## src/rtl/intlvl_pkg.sv

```systemverilog
package intlvl_pkg;

   localparam int LEVELS_PER_GROUP = 16;

   typedef enum logic [2:0] {
      OP_NOP     = 3'd0,
      OP_ARM     = 3'd1,
      OP_DISARM  = 3'd2,
      OP_ENABLE  = 3'd3,
      OP_DISABLE = 3'd4,
      OP_TRIG    = 3'd5,
      OP_LOAD_AE = 3'd6,
      OP_LOAD_WA = 3'd7
   } ctl_op_e;

endpackage

```

## src/rtl/intlvl_first.sv

```systemverilog
// Lowest-index set bit finder; index 0 is the most urgent.
module intlvl_first #(
   parameter int W  = 32,
   parameter int IW = (W > 1) ? $clog2(W) : 1
) (
   input  logic [W-1:0]  vec,
   output logic          found,
   output logic [IW-1:0] idx
);

   generate
      if (W < 1) begin : g_bad_w
         $error("intlvl_first: W must be at least 1");
      end
   endgenerate

   always_comb begin
      found = 1'b0;
      idx   = '0;
      for (int i = W - 1; i >= 0; i--) begin
         if (vec[i]) begin
            found = 1'b1;
            idx   = IW'(i);
         end
      end
   end

endmodule

```

## src/rtl/intlvl_group.sv

```systemverilog
// State of one group of levels: arm, enable, waiting, active.
module intlvl_group
   import intlvl_pkg::*;
#(
   parameter int GW = LEVELS_PER_GROUP
) (
   input  logic          clk,
   input  logic          rst_n,
   input  logic [GW-1:0] ext_req,
   input  logic          sel,
   input  ctl_op_e       op,
   input  logic [GW-1:0] data_a,
   input  logic [GW-1:0] data_b,
   input  logic [GW-1:0] ack_vec,
   input  logic [GW-1:0] clr_vec,
   output logic [GW-1:0] armed,
   output logic [GW-1:0] enabled,
   output logic [GW-1:0] waiting,
   output logic [GW-1:0] active
);

   logic [GW-1:0] set_arm, clr_arm, set_en, clr_en, trig, hit;
   logic [GW-1:0] arm_n, en_n, wait_n, act_n;
   logic          ld_ae, ld_wa;

   always_comb begin
      set_arm = (sel && op == OP_ARM)     ? data_a : '0;
      clr_arm = (sel && op == OP_DISARM)  ? data_a : '0;
      set_en  = (sel && op == OP_ENABLE)  ? data_a : '0;
      clr_en  = (sel && op == OP_DISABLE) ? data_a : '0;
      trig    = (sel && op == OP_TRIG)    ? data_a : '0;
      ld_ae   = sel && (op == OP_LOAD_AE);
      ld_wa   = sel && (op == OP_LOAD_WA);
      // external line and trigger merge into one request per level
      hit     = armed & (ext_req | trig) & ~active & ~ack_vec;
      arm_n   = ld_ae ? data_a : ((armed | set_arm) & ~clr_arm);
      en_n    = ld_ae ? data_b : ((enabled | set_en) & ~clr_en);
      wait_n  = ld_wa ? data_a : (((waiting & ~ack_vec) | hit) & ~clr_arm);
      act_n   = ld_wa ? data_b : ((active | ack_vec) & ~clr_vec);
   end

   always_ff @(posedge clk) begin
      if (!rst_n) begin
         armed   <= '0;
         enabled <= '0;
         waiting <= '0;
         active  <= '0;
      end else begin
         armed   <= arm_n;
         enabled <= en_n;
         waiting <= wait_n;
         active  <= act_n;
      end
   end

   // a level that was not armed never gains a waiting request
   p_disarmed_ignores_r2: assert property (@(posedge clk) disable iff (!rst_n)
      1'b1 |=> ($past(ld_wa) || ((waiting & ~$past(waiting) & ~$past(armed)) == '0)));

   // an active level does not take a new request
   p_active_drops_req_r11: assert property (@(posedge clk) disable iff (!rst_n)
      1'b1 |=> ($past(ld_wa) || ((waiting & ~$past(waiting) & $past(active)) == '0)));

endmodule

```

## src/rtl/intlvl_ctrl.sv

```systemverilog
module intlvl_ctrl
   import intlvl_pkg::*;
#(
   parameter int GROUPS  = 2,
   parameter int GROUP_W = LEVELS_PER_GROUP,
   parameter int NLEV    = GROUPS * GROUP_W,
   parameter int LW      = (NLEV > 1) ? $clog2(NLEV) : 1,
   parameter int GSW     = (GROUPS > 1) ? $clog2(GROUPS) : 1
) (
   input  logic               clk,
   input  logic               rst_n,
   input  logic [NLEV-1:0]    ext_req,
   input  logic               ctl_we,
   input  logic [2:0]         ctl_op,
   input  logic [GSW-1:0]     ctl_group,
   input  logic [GROUP_W-1:0] ctl_data_a,
   input  logic [GROUP_W-1:0] ctl_data_b,
   input  logic               cpu_ack,
   input  logic               cpu_clr,
   output logic               irq_req,
   output logic [LW-1:0]      irq_level,
   input  logic [GSW-1:0]     rd_group,
   output logic [GROUP_W-1:0] rd_armed,
   output logic [GROUP_W-1:0] rd_enabled,
   output logic [GROUP_W-1:0] rd_waiting,
   output logic [GROUP_W-1:0] rd_active
);

   generate
      if (GROUP_W != LEVELS_PER_GROUP) begin : g_bad_gw
         $error("intlvl_ctrl: groups hold exactly 16 levels");
      end
      if (GROUPS < 1) begin : g_bad_groups
         $error("intlvl_ctrl: at least one group is needed");
      end
   endgenerate

   ctl_op_e            op;
   logic [NLEV-1:0]    arm_all, en_all, wait_all, act_all;
   logic [NLEV-1:0]    pend, ack_all, clr_all;
   logic               p_found, a_found, take;
   logic [LW-1:0]      p_idx, a_idx;
   logic [GROUP_W-1:0] g_arm  [GROUPS];
   logic [GROUP_W-1:0] g_en   [GROUPS];
   logic [GROUP_W-1:0] g_wait [GROUPS];
   logic [GROUP_W-1:0] g_act  [GROUPS];

   assign op = ctl_op_e'(ctl_op);

   generate
      for (genvar g = 0; g < GROUPS; g++) begin : g_grp
         intlvl_group #(.GW(GROUP_W)) i_group (
            .clk     (clk),
            .rst_n   (rst_n),
            .ext_req (ext_req[g*GROUP_W +: GROUP_W]),
            .sel     (ctl_we && (ctl_group == GSW'(g))),
            .op      (op),
            .data_a  (ctl_data_a),
            .data_b  (ctl_data_b),
            .ack_vec (ack_all[g*GROUP_W +: GROUP_W]),
            .clr_vec (clr_all[g*GROUP_W +: GROUP_W]),
            .armed   (g_arm[g]),
            .enabled (g_en[g]),
            .waiting (g_wait[g]),
            .active  (g_act[g])
         );
         assign arm_all [g*GROUP_W +: GROUP_W] = g_arm[g];
         assign en_all  [g*GROUP_W +: GROUP_W] = g_en[g];
         assign wait_all[g*GROUP_W +: GROUP_W] = g_wait[g];
         assign act_all [g*GROUP_W +: GROUP_W] = g_act[g];
      end
   endgenerate

   assign pend = wait_all & en_all;

   intlvl_first #(.W(NLEV), .IW(LW)) i_pend_first (
      .vec   (pend),
      .found (p_found),
      .idx   (p_idx)
   );

   intlvl_first #(.W(NLEV), .IW(LW)) i_act_first (
      .vec   (act_all),
      .found (a_found),
      .idx   (a_idx)
   );

   always_comb begin
      irq_req   = p_found && (!a_found || (p_idx < a_idx));
      irq_level = p_idx;
      take      = cpu_ack && irq_req;
      ack_all   = take ? (NLEV'(1) << p_idx) : '0;
      clr_all   = (cpu_clr && a_found) ? (NLEV'(1) << a_idx) : '0;
   end

   assign rd_armed   = g_arm[rd_group];
   assign rd_enabled = g_en[rd_group];
   assign rd_waiting = g_wait[rd_group];
   assign rd_active  = g_act[rd_group];

   logic any_load;
   assign any_load = ctl_we && (ctl_op[2:1] == 2'b11);

   // an offered level is enabled, waiting and not yet in service
   p_offer_ready_r6: assert property (@(posedge clk) disable iff (!rst_n)
      irq_req |-> (wait_all[irq_level] && en_all[irq_level] && !act_all[irq_level]));

   // acknowledge moves the offered level into service
   p_ack_activates_r7: assert property (@(posedge clk) disable iff (!rst_n)
      (cpu_ack && irq_req && !any_load) |=>
         (act_all[$past(irq_level)] && !wait_all[$past(irq_level)]));

   // clear retires exactly one active level
   p_clear_one_r8: assert property (@(posedge clk) disable iff (!rst_n)
      (cpu_clr && (act_all != '0) && !any_load && !(cpu_ack && irq_req)) |=>
         ($countones(act_all) == $countones($past(act_all)) - 1));

   // nothing is offered in the first cycle after reset
   p_reset_quiet_r1: assert property (@(posedge clk)
      !rst_n |=> !irq_req);

endmodule

```

## config.mk

```make
export PLATFORM = sky130hd
export DESIGN_NAME = intlvl_ctrl
export DESIGN_NICKNAME = d
export VERILOG_FILES = /design/src/rtl/intlvl_pkg.sv /design/src/rtl/intlvl_first.sv /design/src/rtl/intlvl_group.sv /design/src/rtl/intlvl_ctrl.sv
export SDC_FILE = /design/constraint.sdc
export NUM_CORES = 1
export LEC_CHECK = 0
export ABC_AREA = 1
export CORE_MARGIN = 1.5
export CORE_UTILIZATION = 50
export CTS_CLUSTER_DIAMETER = 200
export DETAILED_ROUTE_END_ITERATION = 7
export GPL_ROUTABILITY_DRIVEN = 0
export MAX_ROUTING_LAYER = met4
export PLACE_DENSITY = 0.75
export RECOVER_POWER = 25
export SLEW_MARGIN = 10
export SYNTH_ARGS = -nofsm -noshare
export SYNTH_HDL_FRONTEND = slang
export SYNTH_SLANG_ARGS = --single-unit
```

## constraint.sdc

```tcl
create_clock -name clk -period 7.7 [get_ports clk]
set_clock_uncertainty 0.15 [all_clocks]
set_input_delay 1.925 -clock clk [delete_from_list [all_inputs] [get_ports clk]]
set_output_delay 1.925 -clock clk [all_outputs]
set_load 0.02 [all_outputs]
```

=== After elaboration in Yosys (flattened, before gate mapping) ===
Cells that the tools add are included.

* Output and inout bits: 70
* Logic and storage cells: 239
* Latch bits: 0
* Bits in read-only memories: 0
* Register bits after elaboration: 128
* Memories: 0
* Bits in writable memories: 0

* Divide/modulo/power cells: 0
* Magnitude comparators: 2
* $add $sub $neg: 0
* Shift-type cells: 2
* Bitwise logic cells: 39
* $mul: 0
* Mux-type cells: 160
* Reduce and logical (&&, ||, !) cells: 21
* Equal/unequal tests: 7

{| class="wikitable"
|+ Operators by type and width
! operator !! number
|-
| 16-bit 2-to-1 mux || 30
|-
| 5-bit 2-to-1 mux || 64
|-
| 16-bit AND || 16
|-
| 16-bit NOT || 10
|-
| 16-bit bitwise OR || 10
|-
| 1-bit 2-to-1 mux || 64
|-
| 32-bit 2-to-1 mux || 2
|-
| 1-bit by 5-bit << shifter with 32-bit output (first input constant) || 2
|-
| 32-bit AND || 1
|-
| 1-bit logical AND || 19
|-
| 3-bit equality test (second input constant) || 4
|-
| 3-bit by 2-bit equality test with 1-bit output (second input constant) || 2
|-
| 5-bit < comparator || 1
|-
| 3-bit by 1-bit equality test with 1-bit output (second input constant) || 1
|-
| 2-bit >= comparator (second input constant) || 1
|-
| 1-bit NOT with 2-bit output || 1
|-
| 1-bit logical NOT || 1
|-
| 1-bit logical OR || 1
|-
| 1-bit NOT || 1
|}

=== Longest topological paths before layout ===
Gate-level depths: netlist (run 1).

* Depth after elaboration: 43
* Depth in mapped cells: 42

=== Modules after synthesis ===
A second synthesis (run 1) with hierarchy kept.

* Cells, all modules: 1632
* Area total of the unflattened synthesis: 9893.2 um2

{| class="wikitable"
|+ By module, submodules not included
! module !! times used !! seq. area each (um2) !! cells each !! area an instance (um2)
|-
| intlvl_group || 2 || 1281.2 || 556 || 3534.6
|-
| intlvl_ctrl || 1 || 0.0 || 306 || 1938.1
|-
| intlvl_first || 2 || 0.0 || 107 || 442.9
|}

=== Least setup slack after synthesis (run 1) ===
OpenSTA, ideal clock, no wires.

* Path type: input port to output port
* Start point: in rd_group
* End point: out rd_armed[10]
* Cell stages on the path: 3
* Setup slack: 2653 ps
* Data required time: 5625 ps
* Arrival time: 2972 ps
* Cells stage by stage: clkbuf_1 > clkbuf_1 > mux2_2

* Word-level cells in the longest chain between the ends: 4

{| class="wikitable"
|+ RTL lines
! element !! line !! RTL
|-
| start: declaration || intlvl_ctrl.sv:22 || <nowiki>input logic [GSW-1:0] rd_group,</nowiki>
|-
| 1-bit NOT with 2-bit output (implied by the code) || intlvl_ctrl.sv:96 || <nowiki>assign rd_armed = g_arm[rd_group];</nowiki>
|-
| 16-bit 2-to-1 mux (implied by the code) (3 in a row) || intlvl_ctrl.sv:96 ||
|-
| end: declaration || intlvl_ctrl.sv:23 || <nowiki>output logic [GROUP_W-1:0] rd_armed,</nowiki>
|}

No other way between the ends. The select of a mux whose other input is x is not followed.

=== Worst setup path after layout (run 1) ===
* Start point: reg g_grp[1].i_group.active[15]
* End point: out irq_req

* Word-level cells in the longest chain between the ends: 35
* Elaborated cells between the ends (all ways): 68

{| class="wikitable"
|+ RTL lines
! element !! line !! RTL
|-
| start: declaration || intlvl_group.sv:19 || <nowiki>output logic [GW-1:0] active</nowiki>
|-
| start signal: assignment || intlvl_group.sv:52 || <nowiki>active <= act_n;</nowiki>
|-
| 5-bit 2-to-1 mux or 1-bit 2-to-1 mux (tied branches) (32 in a row) || intlvl_first.sv:21 || <nowiki>if (vec[i]) begin</nowiki>
|-
| 5-bit < comparator or 1-bit logical NOT (tied branches) || intlvl_ctrl.sv:89 || <nowiki>irq_req = p_found && (!a_found || (p_idx < a_idx));</nowiki>
|-
| 1-bit logical OR * || intlvl_ctrl.sv:89 ||
|-
| 1-bit logical AND * || intlvl_ctrl.sv:89 ||
|-
| end: declaration || intlvl_ctrl.sv:20 || <nowiki>output logic irq_req,</nowiki>
|}

Mark *: on every way between the ends. The rest lies on a longest branch, timed or not.

==> results of run 1 <==
## cells by family (layout without fill, tap and decap cells)
logic type	after synthesis	after routing
buf+inv	196	302
simple gates	553	553
flops	128	128
mux	16	16
fa+ha+maj	3	3
compound gates	470	470
## final cells by class
class,count,area [um^2]
fill,1629,6420
sequential,128,2560
clock buffer,22,464
inverter,117,439
clock inverter,7,135
timing repair buffer,156,1520
tap,225,282
multi-input combinational,1042,5470
## critical path, stage by stage (launching register included)
cell	delay, ns
sky130_fd_sc_hd__dfxtp_1	0.48
sky130_fd_sc_hd__nor2_1	0.07
sky130_fd_sc_hd__inv_1	0.07
sky130_fd_sc_hd__a311oi_1	0.11
sky130_fd_sc_hd__o31ai_1	0.36
sky130_fd_sc_hd__o21ai_0	0.15
sky130_fd_sc_hd__nand2_1	0.08
sky130_fd_sc_hd__nand2_1	0.06
sky130_fd_sc_hd__nand3_1	0.08
sky130_fd_sc_hd__o311ai_0	0.18
sky130_fd_sc_hd__nand2_1	0.11
sky130_fd_sc_hd__nand3_1	0.07
sky130_fd_sc_hd__nand2_1	0.07
sky130_fd_sc_hd__nand3_1	0.18
sky130_fd_sc_hd__ha_1	0.27
sky130_fd_sc_hd__a21oi_1	0.16
sky130_fd_sc_hd__nor3_1	0.07
sky130_fd_sc_hd__a211oi_2	0.23
sky130_fd_sc_hd__nand2_4	0.08
sky130_fd_sc_hd__a21boi_0	0.20
sky130_fd_sc_hd__clkdlybuf4s50_1	0.64
## state kept, by name, indices dropped and copies added, names as in the netlist
name,flops
g_grp.i_group.enabled,32
g_grp.i_group.armed,32
g_grp.i_group.waiting,32
g_grp.i_group.active,32
## power breakdown
part	internal [mW]	switching [mW]
clock network	0.551	0.307
registers	0.679	0.0148
logic	0.110	0.222
total	1.34	0.543
## layout by cell type (no fill, tap or decap), drive strengths merged, types with 23 or more instances in the layout
cell type	netlist	layout
nand2	316	316
clkdlybuf4s50	0	140
o22ai	32	32
clkbuf	70	23
o21ai	182	182
inv	116	116
nor2	125	125
a211oi	33	33
a21oi	168	168
dfxtp	128	128
nand3	28	28
nand4	55	55
## stage by stage
| stage | hold WS (ns) | power [mW] | worst slack (ns) |
|---|---|---|---|
| 2_1_floorplan | 0.378 | 0.925 | 2.65 |
| 3_3_place_gp | 0.399 | 1.03 | 1.93 |
| 3_5_place_dp | 0.401 | 1.03 | 1.92 |
| 4_1_cts | 0.410 | 1.87 | 1.58 |
| 5_1_grt | 0.433 | 1.93 | 1.20 |
| 6_report | 0.413 | 1.88 | 1.49 |
## metal layers
| metal | up-vias | global-route usage |
|---|---|---|
| li1 | 4912 | - |
| met1 | 4734 | 0.504 |
| met2 | 777 | 0.565 |
| met3 | 161 | 0.0686 |
| met4 | 0 | 0.223 |
| met5 | - | - |
## how the worst min path moves through the flow
stage,startpoint,slack (ns),cells past startpoint,to
6_report,g_grp[1].i_group.enabled[12],0.41,2,g_grp[1].i_group.enabled[12]
5_1_grt,g_grp[1].i_group.armed[9],0.43,2,g_grp[1].i_group.armed[9]
4_1_cts,g_grp[1].i_group.enabled[12],0.41,2,g_grp[1].i_group.enabled[12]
3_5_place_dp,g_grp[1].i_group.enabled[12],0.40,2,g_grp[1].i_group.enabled[12]
3_3_place_gp,g_grp[1].i_group.enabled[12],0.40,2,g_grp[1].i_group.enabled[12]
2_1_floorplan,g_grp[1].i_group.armed[13],0.38,2,g_grp[1].i_group.armed[13]
==> impl_metrics.sql, run 1 <==
INSERT INTO impl_metrics (metric_group, metric, value, unit) VALUES
('outcome', 'violations', 'max-capacitance violations, max-slew violations', ''),
('logic_synthesis', 'yosys_warnings', '0', ''),
('layout', 'layout.nets', '1539', ''),
('layout', 'post_route_cells_drive_above_1_share', '0.0876', ''),
('sta', 'worst_slew_pin_slew', '1.66', 'ns'),
('die', 'floorplan.io_pins', '144', ''),
('outcome', 'run_status', 'finished, violations left', ''),
('logic_synthesis', 'synth_top_area_frac', '0.290', ''),
('min_path', 'timing.hold.worst.class', 'reg2reg', ''),
('logic_synthesis', 'synth.area.mux_share', '0.0204', ''),
('logic_synthesis', 'cell_count_after_synthesis', '1366', ''),
('setup_path', 'wp_data_required', '5.62', 'ns'),
('die', 'starting_utilization_of_the_core_area', '0.510', ''),
('logic_synthesis', 'ys.flop_type', 'sky130_fd_sc_hd__dfxtp_1', ''),
('placement', 'placement.io_buffers', '143', ''),
('grt', 'grt_pass1_wl', '52.7', 'mm'),
('clock_network', 'postCtsResizedCells', '0', ''),
('sta', 'setup_viol', '0', ''),
('logic_synthesis', 'synth-simple-area-share', '0.285', ''),
('sta', 'hold_violations', '0', ''),
('setup_path', 'crit-reg2reg-capture', 'g_grp[1].i_group.active[9]', ''),
('routing', 'drt_pass1_iterations', '6', ''),
('clock_network', 'cts_htree_levels', '4', ''),
('routing', 'routed-wl-met2', '14.7', 'mm'),
('logic_synthesis', 'synth-edff-count', '0', ''),
('setup_path', 'timing.critical_path.fanout_max', '6', ''),
('setup_path', 'critical_path_arrival', '4.14', 'ns'),
('die', 'core_region_area', '17300', 'um^2'),
('grt', 'grt.overflow.total', '0', ''),
('logic_synthesis', 'post_synth_most_frequent_cells', 'sky130_fd_sc_hd__nand2_1 (308), sky130_fd_sc_hd__o21ai_0 (179), sky130_fd_sc_hd__a21oi_1 (139), sky130_fd_sc_hd__dfxtp_1 (128), sky130_fd_sc_hd__nor2_1 (125)', ''),
('power_and_ir_drop', 'power_leakage', '4.41', 'nW'),
('placement', 'hpwlAfterDp', '24.3', 'mm'),
('setup_path', 'worst_setup_path_startpoint', 'g_grp[1].i_group.active[15]', ''),
('setup_path', 'kind_of_critical_path', 'reg2out', ''),
('clock_network', 'clk_root_buffer_cell', 'sky130_fd_sc_hd__clkbuf_16', ''),
('logic_synthesis', 'ys_async_sr_fraction', '0', ''),
('sta', 'finalWorstPathRequiredPeriod', '6.21', 'ns'),
('die', 'floorplan.die_area', '18500', 'um^2'),
('sta', 'timing.setup.tns', '0', 'ns'),
('clock_network', 'clkSlewWorstSetupHoldPaths', '0.06', 'ns'),
('logic_synthesis', 'fraction_of_the_mapped_netlist_area_in_adder_cells', '0.00425', ''),
('logic_synthesis', 'synth_top_cell_by_area', 'sky130_fd_sc_hd__dfxtp_1', ''),
('setup_path', 'rr_worst_depth', '23', ''),
('logic_synthesis', 'synth.yosys.seq_area_share', '0.290', ''),
('logic_synthesis', 'synthesis.nets', '1443', ''),
('logic_synthesis', 'largest_cells_by_area_after_synthesis', 'sky130_fd_sc_hd__dfxtp_1 (29%), sky130_fd_sc_hd__nand2_1 (13%), sky130_fd_sc_hd__o21ai_0 (10%)', ''),
('setup_path', 'worst_setup_path_end_kind', 'output pin', ''),
('routing', 'avgViaCountPerCell', '6.24', ''),
('routing', 'wl_met3', '3.91', 'mm'),
('sta', 'worst_slew_margin_rel', '-0.111', ''),
('grt', 'largest_net_degree_at_the_start_of_global_routing', '113', ''),
('routing', 'route.top_layer_used', 'met4', ''),
('layout', 'final_core_util', '0.629', ''),
('logic_synthesis', 'synth_area', '8820', 'um^2'),
('routing', 'wl_per_cell', '20.5', 'um'),
('die', 'die_width', '136', 'um'),
('clock_network', 'clock-sinks', '128', ''),
('logic_synthesis', 'combinational_family_with_the_most_area_after_synthesis', 'compound AO/OA/AOI/OAI gates', ''),
('setup_path', 'worstSetupEndpoint', 'irq_req', ''),
('layout', 'n_antenna_cell', '0', ''),
('clock_network', 'tritoncts', 'built', ''),
('placement', 'numPlacedInstances', '1668', ''),
('logic_synthesis', 'yosysMostFrequentCell', 'sky130_fd_sc_hd__nand2_1', ''),
('clock_network', 'cts_post_setup_buffers_inserted', '0', ''),
('routing', 'wl', '34.9', 'mm'),
('setup_path', 'timing.critical_path.from_type', 'flop', ''),
('run', 'cap_violations', '1', ''),
('sta', 'final_max_slew_viol_count', '34', ''),
('routing', 'wl_met1', '13.9', 'mm'),
('layout', 'area_delta_synth_final', '23.2', '%'),
('power_and_ir_drop', 'pwr_density_cell', '173', 'nW/um^2');
Note: power is estimated with default switching activity, not from simulation.
==> inputs of run 2 (changes only) <==
- CORE_UTILIZATION: 50 -> 49
- PLACE_DENSITY: 0.75 -> 0.77
- clock period: 7.7 -> 5.5 ns (I/O delays scaled with it)
==> impl_metrics.sql, run 2 (synthesized netlist as in run 1, its figures left out) <==
INSERT INTO impl_metrics (metric_group, metric, value, unit) VALUES
('die', 'floorplan.io_pins', '144', ''),
('routing', 'drtAntennaViolNets', '0', ''),
('layout', 'final_common_cell', 'sky130_fd_sc_hd__nand2_1', ''),
('sta', 'final_max_slew_viol_count', '66', ''),
('grt', 'grt.overflow.total', '0', ''),
('power_and_ir_drop', 'p_switching', '0.773', 'mW'),
('sta', 'final_min_period_over_clock_period', '0.890', ''),
('clock_network', 'clock-sinks', '128', ''),
('routing', 'drcViolationCount', '0', ''),
('placement', 'dp_worst_setup_slack', '0.776', 'ns'),
('power_and_ir_drop', 'power.sequential.fraction', '0.361', ''),
('layout', 'post_route_cells_drive_above_1_share', '0.0920', ''),
('clock_network', 'cts_post_setup_buffers_inserted', '0', ''),
('clock_network', 'cts_htree_levels', '4', ''),
('min_path', 'hold_start', 'g_grp[1].i_group.armed[5]', ''),
('setup_path', 'cp_common_cell', 'sky130_fd_sc_hd__nand2_1', ''),
('power_and_ir_drop', 'share_comb_of_total_power', '0.177', ''),
('layout', 'n_antenna_cell', '0', ''),
('clock_network', 'cts_buffer_depth', '2', ''),
('power_and_ir_drop', 'p_int', '1.91', 'mW'),
('power_and_ir_drop', 'power.switching_fraction', '0.288', ''),
('routing', 'drt-initial-drc-count', '1554', ''),
('placement', 'hpwlAfterDp', '24.9', 'mm'),
('setup_path', 'critical_path.top_delay_family', 'simple AND/OR/NAND/NOR gates', ''),
('sta', 'finalWorstPathRequiredPeriod', '4.90', 'ns'),
('grt', 'first_global_vias', '9744', ''),
('min_path', 'min_delay_path_depth', '2', ''),
('grt', 'global_route.usage.total', '0.395', ''),
('sta', 'worst_slew_pin_slew', '2.25', 'ns'),
('placement', 'numPlacedInstances', '1672', ''),
('setup_path', 'timing.critical_path.from_type', 'flop', ''),
('routing', 'drt_pass1_iterations', '6', ''),
('layout', 'finish.cell_count_without_fillers', '1704', ''),
('setup_path', 'critPathSlowestCell', 'sky130_fd_sc_hd__clkdlybuf4s50_1', ''),
('min_path', 'whs_endpoint', 'g_grp[1].i_group.armed[5]', ''),
('grt', 'largest_net_degree_at_the_start_of_global_routing', '67', ''),
('power_and_ir_drop', 'post-layout-total-power', '2.69', 'mW'),
('power_and_ir_drop', 'pwr_density_cell', '245', 'nW/um^2'),
('setup_path', 'critical_path_arrival', '3.37', 'ns'),
('routing', 'avgViaCountPerCell', '6.39', ''),
('clock_network', 'hold_buffers', '0', ''),
('layout', 'area_delta_synth_final', '24.3', '%'),
('clock_network', 'clk-insertion-delay-late', '0.43', 'ns'),
('setup_path', 'timing.critical_path.fanout_max', '10', ''),
('outcome', 'violations', 'max-capacitance violations, max-slew violations', ''),
('routing', 'vias', '10886', ''),
('die', 'starting_utilization_of_the_core_area', '0.507', ''),
('grt', 'grt_pass1_wl', '54.4', 'mm'),
('die', 'num_rows', '48', ''),
('routing', 'wl_per_cell', '21.1', 'um'),
('setup_path', 'worstReg2RegStart', 'g_grp[1].i_group.waiting[15]', ''),
('sta', 'setup_ws', '0.605', 'ns'),
('run', 'cap_violations', '2', ''),
('die', 'core_region_area', '17400', 'um^2'),
('sta', 'setup_viol', '0', ''),
('sta', 'hold_violations', '0', ''),
('routing', 'wl', '36.0', 'mm'),
('setup_path', 'kind_of_critical_path', 'reg2out', ''),
('setup_path', 'crit-reg2reg-capture', 'g_grp[1].i_group.active[9]', ''),
('clock_network', 'clkSlewWorstSetupHoldPaths', '0.06', 'ns'),
('power_and_ir_drop', 'power.share.clock', '0.462', ''),
('layout', 'layout.nets', '1543', ''),
('setup_path', 'path_depth', '35', ''),
('setup_path', 'worst_setup_path_startpoint', 'g_grp[1].i_group.waiting[15]', ''),
('setup_path', 'wp_buf_inv', '3', ''),
('setup_path', 'worst_setup_path_end_kind', 'output pin', ''),
('clock_network', 'clk_root_buffer_cell', 'sky130_fd_sc_hd__clkbuf_16', ''),
('sta', 'max_freq', '204', 'MHz'),
('sta', 'rsz0062_at_grt', 'no', ''),
('setup_path', 'wp_data_required', '3.97', 'ns'),
('placement', 'placement.io_buffers', '143', ''),
('setup_path', 'r2r_slack', '1.84', 'ns'),
('die', 'floorplan.die.height', '137', 'um'),
('grt', 'initial_antenna_violation_count', '0', ''),
('power_and_ir_drop', 'ir_worst_vdd', '0.241', 'mV'),
('clock_network', 'tritoncts', 'built', ''),
('setup_path', 'rr_worst_depth', '38', ''),
('min_path', 'timing.hold.worst.class', 'reg2reg', ''),
('die', 'floorplan.die_area', '18800', 'um^2'),
('sta', 'worst_slew_margin_rel', '-0.498', ''),
('power_and_ir_drop', 'power_leakage', '4.46', 'nW'),
('clock_network', 'cts_made_buffers', '17', ''),
('die', 'die_width', '137', 'um'),
('layout', 'layout.cells.most_common_list', 'sky130_fd_sc_hd__nand2_1 (308), sky130_fd_sc_hd__o21ai_0 (179), sky130_fd_sc_hd__a21oi_1 (139)', ''),
('sta', 'timing.setup.tns', '0', 'ns'),
('setup_path', 'timing.critical_path.slowest_cell_delay', '0.59', 'ns'),
('outcome', 'run_status', 'finished, violations left', '');
run 2: cell count changes in the layout (fill, tap and decap cells not counted), moves of 2 or more:
cell	change
sky130_fd_sc_hd__clkbuf_8	+2
sky130_fd_sc_hd__clkdlybuf4s50_1	-2
sky130_fd_sc_hd__buf_4	+2
sky130_fd_sc_hd__clkinvlp_4	+2
run 2: per-layer routing:
layer / GRT usage / up-vias / wire length (um)
li1: - / 4917 / -
met2: 0.593 / 899 / 15500
met4: 0.254 / 0 / 2690
met5: - / - / 0
met1: 0.494 / 4864 / 13600
met3: 0.0611 / 206 / 4150
run 2: power groups by stage:
stage | Combinational (mW) | Clock (mW) | Sequential, mW
6_report | 0.477 | 1.24 | 0.970
5_1_grt | 0.508 | 1.28 | 0.972
4_1_cts | 0.464 | 1.23 | 0.969
3_5_place_dp | 0.460 | 0 | 0.989
3_3_place_gp | 0.454 | 0 | 0.989
2_1_floorplan | 0.314 | 0 | 0.982
run 2: per-stage QoR:
step | utilization | area [um^2] | hold slack [ns]
after detailed placement | 0.594 | 10300 | 0.405
after global placement | 0.594 | 10300 | 0.393
after floorplan | - | 8820 | 0.378
after global routing | 0.630 | 11000 | 0.434
after CTS | 0.631 | 11000 | 0.411
final | 0.630 | 11000 | 0.415
run 2: cell type report:
class | instances | area (um^2)
timing repair buffer | 160 | 1560
sequential | 128 | 2560
inverter | 117 | 439
clock inverter | 9 | 154
multi-input combinational | 1042 | 5490
tap | 225 | 282
clock buffer | 23 | 488
fill | 1595 | 6450
run 2: repair_timing:
action / CTS / global route
hold endpoints to repair: 0 / 0
endpoints found under the setup margin: 0 / 1
gates resized for setup: 0 / 1
run 2: how the worst max path moves through the flow:
| stage | end | slack, ns |
|---|---|---|
| after global routing | irq_level[0] | 0.28 |
| after CTS | irq_req | 0.30 |
| final | irq_level[0] | 0.60 |
| after floorplan | irq_req | 1.04 |
| after detailed placement | irq_req | 0.78 |
| after global placement | irq_req | 0.80 |
run 2: worst register-to-register path, delay by kind of cell (launching register included):
family	cells	cell delay, ns
buffers and inverters	1	0.06
AOI/OAI and AO/OA	1	0.11
and+or+nand+nor	36	2.91
DFF	1	0.37
==> inputs of run 3 (changes only) <==
- CORE_UTILIZATION: 49 -> 50
- DONT_BUFFER_PORTS: not set -> 1
- PLACE_DENSITY: 0.77 -> 0.68
==> impl_metrics.sql, run 3 (synthesized netlist as in run 1, its figures left out) <==
INSERT INTO impl_metrics (metric_group, metric, value, unit) VALUES
('outcome', 'run_status', 'finished, violations left', ''),
('outcome', 'violations', 'max-capacitance violations, max-slew violations', ''),
('grt', 'global_route.usage.total', '0.393', ''),
('clock_network', 'cts_made_buffers', '17', ''),
('min_path', 'timing.hold.worst.class', 'reg2reg', ''),
('sta', 'timing.setup.tns', '0', 'ns'),
('routing', 'avgViaCountPerCell', '6.37', ''),
('placement', 'placement.io_buffers', '0', ''),
('clock_network', 'cts_post_setup_buffers_inserted', '0', ''),
('clock_network', 'cts_buffer_depth', '2', ''),
('clock_network', 'clk-insertion-delay-late', '0.43', 'ns'),
('setup_path', 'timing.critical_path.fanout_max', '5', ''),
('die', 'floorplan.io_pins', '144', ''),
('die', 'core_region_area', '17300', 'um^2'),
('setup_path', 'critical_path_arrival', '3.34', 'ns'),
('routing', 'vias', '9953', ''),
('routing', 'wl_per_cell', '22.5', 'um'),
('sta', 'setup_viol', '0', ''),
('layout', 'post_route_cells_drive_above_1_share', '0.0987', ''),
('clock_network', 'postCtsResizedCells', '0', ''),
('sta', 'final_max_slew_viol_count', '17', ''),
('setup_path', 'kind_of_critical_path', 'reg2out', ''),
('clock_network', 'clkSlewWorstSetupHoldPaths', '0.06', 'ns'),
('setup_path', 'cp_common_cell', 'sky130_fd_sc_hd__nand2_1', ''),
('grt', 'grt.overflow.total', '0', ''),
('die', 'starting_utilization_of_the_core_area', '0.510', ''),
('die', 'floorplan.die.height', '136', 'um'),
('placement', 'numPlacedInstances', '1530', ''),
('routing', 'drt-initial-drc-count', '1126', ''),
('routing', 'drt_pass1_iterations', '6', ''),
('sta', 'worst_slew_pin_slew', '1.75', 'ns'),
('layout', 'final_core_util', '0.547', ''),
('power_and_ir_drop', 'pwr_density_cell', '258', 'nW/um^2'),
('grt', 'first_global_vias', '9049', ''),
('power_and_ir_drop', 'power_leakage', '3.89', 'nW'),
('setup_path', 'wp_data_required', '3.97', 'ns'),
('sta', 'hold_violations', '0', ''),
('layout', 'layout.nets', '1401', ''),
('sta', 'rsz0062_at_grt', 'no', ''),
('clock_network', 'hold_buffers', '0', ''),
('grt', 'largest_net_degree_at_the_start_of_global_routing', '113', ''),
('layout', 'layout.cells.most_common_list', 'sky130_fd_sc_hd__nand2_1 (308), sky130_fd_sc_hd__o21ai_0 (179), sky130_fd_sc_hd__a21oi_1 (139)', ''),
('placement', 'hpwlAfterDp', '24.8', 'mm'),
('setup_path', 'timing.critical_path.from_type', 'flop', ''),
('die', 'num_rows', '48', ''),
('setup_path', 'worst_setup_path_end_kind', 'output pin', ''),
('grt', 'grt_pass1_wl', '53.2', 'mm'),
('power_and_ir_drop', 'post-layout-total-power', '2.44', 'mW'),
('layout', 'finish.cell_count_without_fillers', '1562', ''),
('layout', 'final_common_cell', 'sky130_fd_sc_hd__nand2_1', ''),
('layout', 'n_antenna_cell', '0', ''),
('routing', 'drcViolationCount', '0', ''),
('sta', 'max_freq', '206', 'MHz'),
('setup_path', 'timing.critical_path.slowest_cell_delay', '0.46', 'ns'),
('clock_network', 'clk_root_buffer_cell', 'sky130_fd_sc_hd__clkbuf_16', ''),
('layout', 'area_delta_synth_final', '7.29', '%'),
('sta', 'final_min_period_over_clock_period', '0.884', ''),
('power_and_ir_drop', 'ir_worst_vdd', '0.230', 'mV'),
('die', 'floorplan.die_area', '18500', 'um^2'),
('die', 'die_width', '136', 'um'),
('setup_path', 'critPathSlowestCell', 'sky130_fd_sc_hd__dfxtp_1', ''),
('grt', 'initial_antenna_violation_count', '0', ''),
('routing', 'wl', '35.1', 'mm'),
('run', 'cap_violations', '1', ''),
('clock_network', 'clock-sinks', '128', ''),
('routing', 'drtAntennaViolNets', '0', ''),
('clock_network', 'cts_htree_levels', '4', ''),
('clock_network', 'tritoncts', 'built', ''),
('sta', 'finalWorstPathRequiredPeriod', '4.86', 'ns'),
('sta', 'worst_slew_margin_rel', '-0.172', '');
run 3: area by class of cell:
| class | count | area (um^2) |
|---|---|---|
| Tap cell | 225 | 282 |
| Sequential cell | 128 | 2560 |
| Clock buffer | 27 | 523 |
| Multi-Input combinational cell | 1042 | 5490 |
| Inverter | 117 | 439 |
| Timing Repair Buffer | 18 | 124 |
| Clock inverter | 5 | 50.0 |
| Fill cell | 1709 | 7830 |
run 3: power breakdown:
part           switching, mW  internal (mW)  total [mW]
logic                  0.255         0.0910       0.346
registers             0.0188          0.950       0.969
clock network          0.432          0.691        1.12
run 3: metal layers:
| layer | GRT usage | share of wire |
|---|---|---|
| met5 | - | 0 |
| met4 | 0.194 | 0.047 |
| met3 | 0.0958 | 0.12 |
| met2 | 0.596 | 0.45 |
| met1 | 0.489 | 0.38 |
run 3: per-stage QoR:
step	hold WS (ns)	cell area, um^2	setup WS [ns]
floorplan	0.378	8820	1.04
detailed placement	0.397	8910	1.19
finish	0.408	9470	0.639
CTS	0.405	9480	0.709
global placement	0.391	8910	1.27
global route	0.430	9470	0.316
run 3: path summary, 6_finish.rpt:
path	slack, ns	cells past startpoint	end	startpoint
max	0.64	33	irq_req	g_grp[1].i_group.active[11]
min	0.41	2	g_grp[1].i_group.armed[10]	g_grp[1].i_group.armed[10]
max reg2reg	1.94	36	g_grp[0].i_group.active[0]	g_grp[1].i_group.active[11]
min reg2reg	0.41	2	g_grp[1].i_group.armed[10]	g_grp[1].i_group.armed[10]
run 3: critical path: cells and delay by family (launching register included):
kind | cells | cell delay [ns]
buffers and inverters | 2 | 0.26
DFF | 1 | 0.46
AOI/OAI and AO/OA | 3 | 0.49
and+or+nand+nor | 28 | 1.71
